--- src/rtl/hpt_pkg.sv ---
package hpt_pkg;

    localparam int WORD_W      = 32;
    localparam int VSID_W      = 24;
    localparam int API_W       = 6;
    localparam int PAGE_SHIFT  = 12;
    localparam int ENTRY_BYTES = 8;

    // Byte offsets inside one entry (big-endian word layout).
    localparam logic [2:0] OFF_HI  = 3'd0;
    localparam logic [2:0] OFF_LO  = 3'd4;
    localparam logic [2:0] OFF_REF = 3'd6;
    localparam logic [2:0] OFF_CHG = 3'd7;

    // Bit positions inside the second entry word.
    localparam int REF_BIT = 8;
    localparam int CHG_BIT = 7;

    localparam logic [7:0] REF_SET = 8'h01;
    localparam logic [7:0] CHG_SET = 8'h80;

    typedef struct packed {
        logic              valid;
        logic [VSID_W-1:0] vsid;
        logic              second;
        logic [API_W-1:0]  api;
    } hpte_hi_t;

    typedef struct packed {
        logic [VSID_W-1:0] vsid;
        logic [API_W-1:0]  api;
    } walk_tag_t;

    typedef enum logic [2:0] {
        W_IDLE,
        W_FETCH_HI,
        W_FETCH_LO,
        W_SET_REF,
        W_SET_CHG,
        W_FINISH
    } walk_st_t;

    function automatic walk_tag_t tag_of(input logic [VSID_W-1:0] vsid,
                                         input logic [27:0] ea);
        walk_tag_t t;
        t.vsid = vsid;
        t.api  = ea[27:22];
        return t;
    endfunction

endpackage

--- src/rtl/hpt_hash_unit.sv ---
module hpt_hash_unit
    import hpt_pkg::*;
#(
    parameter int GROUP_SHIFT = 6
) (
    input  logic [27:0]        ea,
    input  logic [VSID_W-1:0]  vsid,
    input  logic               secondary,
    input  logic [WORD_W-1:0]  tbl_base,
    input  logic [WORD_W-1:0]  tbl_mask,
    output logic [WORD_W-1:0]  group_addr,
    output walk_tag_t          tag
);
    localparam int PIDX_W = 28 - PAGE_SHIFT;

    logic [WORD_W-1:0] hash_p;
    logic [WORD_W-1:0] hash_sel;
    logic [WORD_W-1:0] scaled;

    always_comb begin
        hash_p   = WORD_W'(vsid) ^ WORD_W'(ea[27:PAGE_SHIFT]);
        hash_sel = secondary ? ~hash_p : hash_p;
        scaled   = hash_sel << GROUP_SHIFT;
        group_addr = tbl_base + (scaled & tbl_mask);
        tag      = tag_of(vsid, ea);
    end

    if (PIDX_W != 16) begin : g_bad_page
        initial $error("page index width must be 16");
    end

endmodule

--- src/rtl/hpt_entry_match.sv ---
module hpt_entry_match
    import hpt_pkg::*;
(
    input  logic [WORD_W-1:0] word,
    input  walk_tag_t         tag,
    input  logic              pass,
    output logic              match
);
    hpte_hi_t e;

    always_comb begin
        e     = hpte_hi_t'(word);
        match = e.valid && (e.second == pass) &&
                (e.vsid == tag.vsid) && (e.api == tag.api);
    end

endmodule

--- src/rtl/hpt_rc_update.sv ---
module hpt_rc_update
    import hpt_pkg::*;
(
    input  logic [15:0] lo_bits,
    input  logic        is_store,
    output logic        need_ref,
    output logic        need_chg,
    output logic        suppress,
    output logic [7:0]  ref_byte,
    output logic [7:0]  chg_byte
);
    always_comb begin
        need_ref = !lo_bits[REF_BIT];
        need_chg = !lo_bits[CHG_BIT] && is_store;
        suppress = !lo_bits[CHG_BIT] && !is_store;
        ref_byte = lo_bits[15:8] | REF_SET;
        chg_byte = lo_bits[7:0]  | CHG_SET;
    end

endmodule

--- src/rtl/hpt_walker.sv ---
module hpt_walker
    import hpt_pkg::*;
#(
    parameter int GROUP_ENTRIES = 8
) (
    input  logic        clk,
    input  logic        rst,
    input  logic        start,
    input  logic [31:0] eff_addr,
    input  logic [23:0] seg_vsid,
    input  logic        is_store,
    input  logic [31:0] tbl_base,
    input  logic [31:0] tbl_mask,
    output logic [3:0]  seg_index,
    output logic        mem_req,
    output logic        mem_we,
    output logic [31:0] mem_addr,
    output logic [7:0]  mem_wdata,
    input  logic        mem_ack,
    input  logic [31:0] mem_rdata,
    output logic        done,
    output logic        hit,
    output logic [31:0] pte_hi,
    output logic [31:0] pte_lo,
    output logic [31:0] real_addr,
    output logic        wr_suppress
);
    localparam int SLOT_W      = (GROUP_ENTRIES > 1) ? $clog2(GROUP_ENTRIES) : 1;
    localparam int GROUP_SHIFT = $clog2(GROUP_ENTRIES * ENTRY_BYTES);
    localparam logic [SLOT_W-1:0] LAST_SLOT = SLOT_W'(GROUP_ENTRIES - 1);

    walk_st_t           st;
    logic [27:0]        ea_q;
    logic [VSID_W-1:0]  vsid_q;
    logic               store_q;
    logic               pass_q;
    logic [SLOT_W-1:0]  slot_q;
    logic [WORD_W-1:0]  w_hi_q;
    logic [WORD_W-1:0]  w_lo_q;
    logic               hit_q;
    logic [WORD_W-1:0]  raddr_q;
    logic               supp_q;

    logic [WORD_W-1:0]  group_addr;
    walk_tag_t          tag;
    logic               slot_match;
    logic [WORD_W-1:0]  entry_addr;
    logic [15:0]        rc_src;
    logic               rc_need_ref;
    logic               rc_need_chg;
    logic               rc_suppress;
    logic [7:0]         rc_ref_byte;
    logic [7:0]         rc_chg_byte;

    assign seg_index = eff_addr[31:28];

    hpt_hash_unit #(.GROUP_SHIFT(GROUP_SHIFT)) u_hash (
        .ea         (ea_q),
        .vsid       (vsid_q),
        .secondary  (pass_q),
        .tbl_base   (tbl_base),
        .tbl_mask   (tbl_mask),
        .group_addr (group_addr),
        .tag        (tag)
    );

    hpt_entry_match u_match (
        .word  (mem_rdata),
        .tag   (tag),
        .pass  (pass_q),
        .match (slot_match)
    );

    assign rc_src = (st == W_FETCH_LO) ? mem_rdata[15:0] : w_lo_q[15:0];

    hpt_rc_update u_rc (
        .lo_bits  (rc_src),
        .is_store (store_q),
        .need_ref (rc_need_ref),
        .need_chg (rc_need_chg),
        .suppress (rc_suppress),
        .ref_byte (rc_ref_byte),
        .chg_byte (rc_chg_byte)
    );

    assign entry_addr = group_addr + (WORD_W'(slot_q) << $clog2(ENTRY_BYTES));

    always_comb begin
        mem_req   = 1'b0;
        mem_we    = 1'b0;
        mem_addr  = entry_addr;
        mem_wdata = rc_ref_byte;
        unique case (st)
            W_FETCH_HI: begin
                mem_req  = 1'b1;
                mem_addr = entry_addr + WORD_W'(OFF_HI);
            end
            W_FETCH_LO: begin
                mem_req  = 1'b1;
                mem_addr = entry_addr + WORD_W'(OFF_LO);
            end
            W_SET_REF: begin
                mem_req   = 1'b1;
                mem_we    = 1'b1;
                mem_addr  = entry_addr + WORD_W'(OFF_REF);
                mem_wdata = rc_ref_byte;
            end
            W_SET_CHG: begin
                mem_req   = 1'b1;
                mem_we    = 1'b1;
                mem_addr  = entry_addr + WORD_W'(OFF_CHG);
                mem_wdata = rc_chg_byte;
            end
            default: ;
        endcase
    end

    always_ff @(posedge clk) begin
        if (rst) begin
            st      <= W_IDLE;
            ea_q    <= '0;
            vsid_q  <= '0;
            store_q <= 1'b0;
            pass_q  <= 1'b0;
            slot_q  <= '0;
            w_hi_q  <= '0;
            w_lo_q  <= '0;
            hit_q   <= 1'b0;
            raddr_q <= '0;
            supp_q  <= 1'b0;
        end else begin
            unique case (st)
                W_IDLE: begin
                    if (start) begin
                        ea_q    <= eff_addr[27:0];
                        vsid_q  <= seg_vsid;
                        store_q <= is_store;
                        pass_q  <= 1'b0;
                        slot_q  <= '0;
                        w_hi_q  <= '0;
                        w_lo_q  <= '0;
                        hit_q   <= 1'b0;
                        raddr_q <= '0;
                        supp_q  <= 1'b0;
                        st      <= W_FETCH_HI;
                    end
                end
                W_FETCH_HI: begin
                    if (mem_ack) begin
                        w_hi_q <= mem_rdata;
                        if (slot_match) begin
                            st <= W_FETCH_LO;
                        end else if (slot_q == LAST_SLOT) begin
                            if (!pass_q) begin
                                pass_q <= 1'b1;
                                slot_q <= '0;
                            end else begin
                                st <= W_FINISH;
                            end
                        end else begin
                            slot_q <= slot_q + 1'b1;
                        end
                    end
                end
                W_FETCH_LO: begin
                    if (mem_ack) begin
                        w_lo_q  <= mem_rdata;
                        hit_q   <= 1'b1;
                        raddr_q <= {mem_rdata[31:PAGE_SHIFT], ea_q[PAGE_SHIFT-1:0]};
                        supp_q  <= rc_suppress;
                        if (rc_need_ref)      st <= W_SET_REF;
                        else if (rc_need_chg) st <= W_SET_CHG;
                        else                  st <= W_FINISH;
                    end
                end
                W_SET_REF: begin
                    if (mem_ack) st <= rc_need_chg ? W_SET_CHG : W_FINISH;
                end
                W_SET_CHG: begin
                    if (mem_ack) st <= W_FINISH;
                end
                W_FINISH: st <= W_IDLE;
                default:  st <= W_IDLE;
            endcase
        end
    end

    assign done        = (st == W_FINISH);
    assign hit         = hit_q;
    assign pte_hi      = w_hi_q;
    assign pte_lo      = w_lo_q;
    assign real_addr   = raddr_q;
    assign wr_suppress = supp_q;

endmodule

--- config.mk ---
export PLATFORM = sky130hd
export DESIGN_NAME = hpt_walker
export DESIGN_NICKNAME = d
export VERILOG_FILES = /design/src/rtl/hpt_pkg.sv /design/src/rtl/hpt_hash_unit.sv /design/src/rtl/hpt_entry_match.sv /design/src/rtl/hpt_rc_update.sv /design/src/rtl/hpt_walker.sv
export SDC_FILE = /design/constraint.sdc
export NUM_CORES = 1
export LEC_CHECK = 0
export ABC_AREA = 1
export BUFFER_PORTS_ARGS = -buffer_cell sky130_fd_sc_hd__buf_2
export CAP_MARGIN = 10
export CORE_ASPECT_RATIO = 2
export CORE_MARGIN = 1
export CORE_UTILIZATION = 35
export CTS_CLUSTER_SIZE = 25
export DETAILED_ROUTE_END_ITERATION = 6
export PLACE_DENSITY = 0.67
export SYNTH_ARGS = -nofsm -noshare
export SYNTH_HDL_FRONTEND = slang
export SYNTH_SLANG_ARGS = --single-unit
--- constraint.sdc ---
create_clock -name clk -period 5.5 [get_ports clk]
set_input_delay 0.55 -clock clk [delete_from_list [all_inputs] [get_ports clk]]
set_output_delay 0.55 -clock clk [all_outputs]
set_load 0.02 [all_outputs]
==> metrics.md, run 1 <==
| Metric | Value |
|---|---|
| Class of the most critical setup path | `flop to output pin` |
| Final setup violation count | `0` |
| Design Area, Final | `0.0137 mm^2` |
| Relative area change from synthesis to final layout | `20.2%` |
| Cell with the most instances on the worst path | `sky130_fd_sc_hd__nand2_1` |
| Most frequent cells in the layout | `sky130_fd_sc_hd__nand2_1, sky130_fd_sc_hd__buf_2, sky130_fd_sc_hd__inv_1, sky130_fd_sc_hd__nor2_1, sky130_fd_sc_hd__a21oi_1` |
| Least-Margin Pin Slew | `1180 ps` |
| Detail-routed via count per cell | `5.21` |
| Startpoint types | `flop` |
| Synth top area cells | `sky130_fd_sc_hd__dfxtp_1, sky130_fd_sc_hd__nand2_1, sky130_fd_sc_hd__inv_1` |
| Global routing usage summed across all routing layers | `0.291` |
| Overall power | `7.74 mW` |
| Vias after detailed routing | `between 10000 and 15000` |
| DP Wirelength | `just under 40000 um` |
| Clock insertion delay at the later pin of the skew report | `430 ps` |
| DRT Pass-1 Iters | `6` |
| Synthesis-stage register bit count | `roughly 140` |
| Final global-route overflow total | `0` |
| Required @ worst endpoint | `roughly 5000 ps` |
| Count of mapped cells out of synthesis | `around 1900` |
| DRT iter0 DRCs | `743` |
| Peak fanout along the critical path | `9` |
| Cts hold-fix bufs | `0` |
| Synthesized net count | `2069` |
| I/O pin cnt | `roughly 300` |
| Kind of capture point of the worst setup path | `output pin` |
| Post-CTS setup buffers | `0` |
| Effective utilization at floorplan | `0.354` |
| Power per unit of standard cell area | `566 mW/mm^2` |
| Cell chain of the critical path | `buf_4, xor2_1, nor2_1, ha_1, nand2_2, nor2_2, nand2_1, clkinv_1, nand2_1, nand3_1, nand2_1, nor2_2, nand2_1, nor3_1, nand2_1, a21oi_1, o21ai_1, nand4_1, buf_2` |
| Max capacitance violation total | `0` |
| Worst EP arrival | `4470 ps` |
| Max IR drop VDD | `0.357 mV` |
| Worst hold slack | `~340 ps` |
| Result of the run | `finished, final reports clean` |
| Min-Delay Path Class | `input pin to flop` |
| Post-DR wirelength/cell | `18.8 um` |
| Horizontal extent of the die | `130 um` |
| Layout Skew | `between 10 and 15 ps` |
| CTS root buffer | `sky130_fd_sc_hd__clkbuf_16` |
| Number of inserted filler cells in the final layout | `approximately 3600` |
| Sequential element share of the synthesized area | `0.243` |
| CTS max path bufs | `2` |
| Fin. Hold Viols | `0` |
| Mean Syn Cell Area | `6.07 um^2` |
| Post-placement cell area | `0.0131 mm^2` |
| Timing-limited maximum frequency | `0.199 GHz` |
| Fin crit share | `0.913` |
| Global-route wire length before repair | `72000 um` |
| Most common cell after layout, fill and taps aside | `sky130_fd_sc_hd__nand2_1` |
| Number of enable flip-flop cells after synthesis | `0` |
| Unrepaired setup endpoints after global routing | `false` |
| H-tree depth | `4` |
| Buf+Inv Stages, Crit Path | `3` |
| Number of library cell types mapped by synthesis | `53` |
| Number of port buffers | `between 200 and 300` |
| Ys flop type | `sky130_fd_sc_hd__dfxtp_1` |
| Ratio of cells with drive above 1 in the final layout | `0.216` |
| Vias in the first global route | `13300` |
| Maximum number of pins on one net before global-route repair | `between 70 and 80` |
| Cell type with the largest total area after synthesis | `sky130_fd_sc_hd__dfxtp_1` |
| Cell area after synthesis | `between 0.01 and 0.015 mm^2` |
| Number of remaining DRC errors | `0` |
| Worst path top cell family by delay | `simple AND/OR/NAND/NOR gates` |
| Die Area | `between 0.03 and 0.04 mm^2` |
| Leakage component of the power | `between 6 and 7 nW` |
| Area share of the largest cell type after synthesis | `0.243` |
| Proportion of register bits with asynchronous set or reset after synthesis | `0` |
| Post-layout nets | `2305` |
| Slowest cell on the critical path | `sky130_fd_sc_hd__dfxtp_1` |
| Initial antenna violation count | `3` |
| Maximum cell stage delay along the critical path | `660 ps` |
| Height of the die | `257 um` |
| CORE AREA | `roughly 0.032 mm^2` |
| Fin. max-slew vios | `0` |
| Total routed wirelength | `48000 um` |
| TritonCTS clock tree | `done` |
| Clk sinks | `between 100 and 150` |
| Yosys warnings | `0` |
| Setup Total Neg Slack | `0 ps` |
| Post-route antenna net violation count | `0` |
| Final weighted congestion in routability-driven placement | `0.978` |
| Placement row count | `93` |
| Number of buffers added by the clock tree synthesis step | `17` |
| Clock slew at the register clock pins of the worst setup and hold paths | `60 ps` |
| Max-slew headroom | `0.207` |
| Minimum clock period after layout | `5020 ps` |
==> report_power, final <==
part | internal (mW) | switching [mW] | total (mW) | leakage [nW]
clock | 0.728 | 0.477 | 1.21 | 0.301
combinational | 1.47 | 3.66 | 5.13 | 5.30
sequential | 1.21 | 0.196 | 1.40 | 1.13
==> Yosys cell counts, types with 10 or more instances <==
library cell / count
sky130_fd_sc_hd__dfxtp_1: 138
sky130_fd_sc_hd__nor2_2: 20
sky130_fd_sc_hd__nand3_1: 118
sky130_fd_sc_hd__o22ai_1: 17
sky130_fd_sc_hd__clkbuf_1: 47
sky130_fd_sc_hd__nand4_1: 43
sky130_fd_sc_hd__ha_1: 35
sky130_fd_sc_hd__xnor2_1: 23
sky130_fd_sc_hd__nor2_4: 17
sky130_fd_sc_hd__inv_1: 230
sky130_fd_sc_hd__xor2_1: 24
sky130_fd_sc_hd__inv_2: 17
sky130_fd_sc_hd__nor3_1: 21
sky130_fd_sc_hd__a21oi_1: 143
sky130_fd_sc_hd__nand2_2: 32
sky130_fd_sc_hd__o21ai_0: 127
sky130_fd_sc_hd__nand2_1: 490
sky130_fd_sc_hd__nor2_1: 196
sky130_fd_sc_hd__o221ai_1: 10
sky130_fd_sc_hd__buf_4: 24
sky130_fd_sc_hd__o21ai_1: 12
==> metrics by stage <==
step            util  setup WS, ps  std cells
4_1_cts        0.425           385       2552
2_1_floorplan      -          1500       1876
3_5_place_dp   0.406           852       2520
6_report       0.426           479       2554
5_1_grt        0.426           105       2552
3_3_place_gp   0.406           931       2520
==> repair_timing <==
| item | 4_1_cts | 5_1_grt |
|---|---|---|
| setup endpoints to repair | 0 | 1 |
| hold endpoints to repair | 0 | 0 |
| resized for setup | 0 | 1 |
==> logic make-up after synthesis <==
kind of cell | synth area share
xor+xnor | 0.0424
compound gates | 0.164
flops | 0.243
fa+ha+maj | 0.0402
simple gates | 0.392
buf+inv | 0.119
==> registers in the layout, summed over array words and instances, names as in the netlist <==
signal and cells:
wr_suppress 1, st 3, pte_lo 32, store_q 1
hit 1, real_addr 12, slot_q 3, ea_q 28
pass_q 1, vsid_q 24, pte_hi 32
==> final timing paths <==
check | start | end | slack [ps] | cells past startpoint
min reg2reg | wr_suppress$_SDFFE_PP0P_ | wr_suppress$_SDFFE_PP0P_ | 460 | 2
max | pass_q$_SDFFE_PP0P_ | mem_addr[25] | 480 | 19
max reg2reg | st[1]$_SDFFE_PP0P_ | wr_suppress$_SDFFE_PP0P_ | 1360 | 9
min | eff_addr[7] | ea_q[7]$_SDFFE_PP0P_ | 340 | 3
==> worst min-delay path: stages <==
cell	delay, ps
sky130_fd_sc_hd__buf_2	80
sky130_fd_sc_hd__nor2_1	30
sky130_fd_sc_hd__nor2_1	80
==> metal layers <==
layer / vias to the layer above / global-route usage / share of wire
li1: 6523 / - / -
met1: 6001 / 0.251 / 0.31
met2: 556 / 0.554 / 0.54
met3: 215 / 0.0405 / 0.052
met4: 2 / 0.270 / 0.10
met5: - / 0 / 0.00023
==> final cells by class <==
cell class	instances	area (um^2)	area share
inverters	253	952	0.0696
well taps	427	534	0.0391
diodes	2	5.00	0.000366
clock inverters	14	170	0.0124
repair buffers	298	1520	0.111
clock buffers	18	439	0.0321
multi-input cells	1404	7290	0.533
flip-flops and latches	138	2760	0.202
No activity file was read; power rests on OpenSTA's default activity.
==> run 2: changes to the inputs <==
Settings changed: PLACE_DENSITY 0.67 to 0.65.
==> run 2 against run 1 <==
Sequential cell count did not move. Non-clock buffer count increased by 4. Critical path depth grew 1. Clock power is 6% higher. Power up 0.99%. Wire length grew 0.56%. Die area did not move. Critical path type unchanged. Critical endpoint is now mem_addr[21]. Largest power group unchanged.
==> metrics.md, run 2 (synthesis results as in run 1) <==
| Metric | Value |
|---|---|
| Post-CTS setup buffers | `0` |
| Clock insertion delay at the later pin of the skew report | `~430 ps` |
| Max IR drop VDD | `approximately 0.35 mV` |
| Number of instances resized during post-cts repair | `0` |
| Unrepaired setup endpoints after global routing | `false` |
| CORE AREA | `0.0321 mm^2` |
| Ratio of cells with drive above 1 in the final layout | `0.216` |
| Final weighted congestion in routability-driven placement | `0.968` |
| Relative area change from synthesis to final layout | `20.8%` |
| Clock slew at the register clock pins of the worst setup and hold paths | `60 ps` |
| Detail-routed via count per cell | `5.25` |
| CTS max path bufs | `2` |
| Power per unit of standard cell area | `568 mW/mm^2` |
| Initial antenna violation count | `3` |
| Global-route wire length before repair | `72800 um` |
| Effective utilization at floorplan | `0.354` |
| Minimum clock period after layout | `around 4900 ps` |
| Kind of capture point of the worst setup path | `output pin` |
| Fin crit share | `0.898` |
| Min-Delay Path Class | `input pin to flop` |
| Global routing usage summed across all routing layers | `0.293` |
| Number of buffers added by the clock tree synthesis step | `17` |
| DP Wirelength | `39500 um` |
| N_diodes | `0` |
| Post-DR wirelength/cell | `18.9 um` |
| Max capacitance violation total | `0` |
| Post-layout nets | `2309` |
| Most common cell after layout, fill and taps aside | `sky130_fd_sc_hd__nand2_1` |
| Clock share of power | `0.163` |
| Required @ worst endpoint | `4950 ps` |
| Layout Skew | `7.18 ps` |
| Startpoint types | `flop` |
| Vias in the first global route | `13200` |
| CTS root buffer | `sky130_fd_sc_hd__clkbuf_16` |
| Die Area | `0.0333 mm^2` |
| Maximum number of pins on one net before global-route repair | `between 70 and 80` |
| Sequential fraction of design power | `0.178` |
| Height of the die | `257 um` |
| Result of the run | `finished, final reports clean` |
| Internal power | `3.52 mW` |
| Vias after detailed routing | `13400` |
| Post-placement cell area | `0.0131 mm^2` |
| Most frequent cells in the layout | `sky130_fd_sc_hd__nand2_1, sky130_fd_sc_hd__buf_2, sky130_fd_sc_hd__inv_1, sky130_fd_sc_hd__nor2_1, sky130_fd_sc_hd__a21oi_1` |
| Final global-route overflow total | `0` |
| Fin. Hold Viols | `0` |
| Number of port buffers | `roughly 290` |
| H-tree depth | `4` |
| Net switching share of the total power | `0.550` |
| Setup Total Neg Slack | `0 ps` |
| Fin. max-slew vios | `0` |
| DRT Pass-1 Iters | `7` |
| TritonCTS clock tree | `done` |
| Horizontal extent of the die | `130 um` |
| Post-route antenna net violation count | `0` |
| Peak fanout along the critical path | `5` |
| Worst EP arrival | `4390 ps` |
| Number of inserted filler cells in the final layout | `around 3500` |
| Leakage component of the power | `6.76 nW` |
| Least-Margin Pin Slew | `1130 ps` |
| Total routed wirelength | `48300 um` |
| Design Area, Final | `0.0137 mm^2` |
| Max-slew headroom | `0.242` |
| Cts hold-fix bufs | `0` |
| Final setup violation count | `0` |
| Timing-limited maximum frequency | `0.202 GHz` |
| DRT iter0 DRCs | `794` |
| I/O pin cnt | `302` |
| Class of the most critical setup path | `flop to output pin` |
| Clk sinks | `138` |
| Placement row count | `93` |
| Comb pwr share | `0.658` |
| Net switching component of the power | `4.29 mW` |
| Number of remaining DRC errors | `0` |
run 2: layout make-up:
type	count	area, um^2	area share
inverter	253	952	0.0693
tap	427	534	0.0389
clock buffer	20	457	0.0332
sequential	138	2760	0.201
timing repair buffer	302	1560	0.114
clock inverter	11	193	0.0140
multi-input combinational	1404	7280	0.530
run 2: power groups by stage:
stage | clock network [mW] | logic (mW) | registers [mW]
finish | 1.28 | 5.14 | 1.39
global route | 1.33 | 5.64 | 1.41
CTS | 1.29 | 5.13 | 1.39
detailed placement | 0 | 5.11 | 1.41
global placement | 0 | 5.05 | 1.40
floorplan | 0 | 3.54 | 1.42
run 2: final timing paths:
path,start,endpoint,slack (ps),depth (start not counted)
max,vsid_q[3]$_SDFFE_PP0P_,mem_addr[21],560,20
min,eff_addr[8],ea_q[8]$_SDFFE_PP0P_,340,3
max reg2reg,st[1]$_SDFFE_PP0P_,wr_suppress$_SDFFE_PP0P_,1870,10
min reg2reg,wr_suppress$_SDFFE_PP0P_,wr_suppress$_SDFFE_PP0P_,460,2
run 2: layer usage:
metal | GRT usage | vias up | wire length, um
li1 | - | 6542 | -
met1 | 0.259 | 6151 | 15200
met2 | 0.564 | 533 | 26500
met3 | 0.0405 | 175 | 2330
met4 | 0.247 | 6 | 4270
met5 | 0 | - | 35
run 2: worst max-delay path, stage by stage, from the launching register on:
cell	delay, ps
sky130_fd_sc_hd__dfxtp_1	580
sky130_fd_sc_hd__xnor2_1	190
sky130_fd_sc_hd__xor2_1	160
sky130_fd_sc_hd__nor2_1	60
sky130_fd_sc_hd__ha_1	450
sky130_fd_sc_hd__nand2_2	130
sky130_fd_sc_hd__nor2_2	160
sky130_fd_sc_hd__nand3_1	90
sky130_fd_sc_hd__nand2_2	200
sky130_fd_sc_hd__nand2_1	120
sky130_fd_sc_hd__nand2_1	100
sky130_fd_sc_hd__nand2_1	50
sky130_fd_sc_hd__nand2_1	160
sky130_fd_sc_hd__nand2_4	110
sky130_fd_sc_hd__nor2_4	100
sky130_fd_sc_hd__nand2_2	130
sky130_fd_sc_hd__nor2_1	520
sky130_fd_sc_hd__nand3_1	170
sky130_fd_sc_hd__nand3_1	160
sky130_fd_sc_hd__nand4_1	140
sky130_fd_sc_hd__buf_2	190
run 2: metrics by stage:
step	utilization	total power [mW]	hold WS (ps)	std cells	worst slack (ps)
floorplan	-	4.96	441	1876	1500
global placement	0.408	6.46	446	2524	1170
detailed placement	0.408	6.52	454	2524	1100
CTS	0.428	7.81	332	2555	720
global route	0.428	8.38	352	2555	330
finish	0.428	7.81	342	2555	559
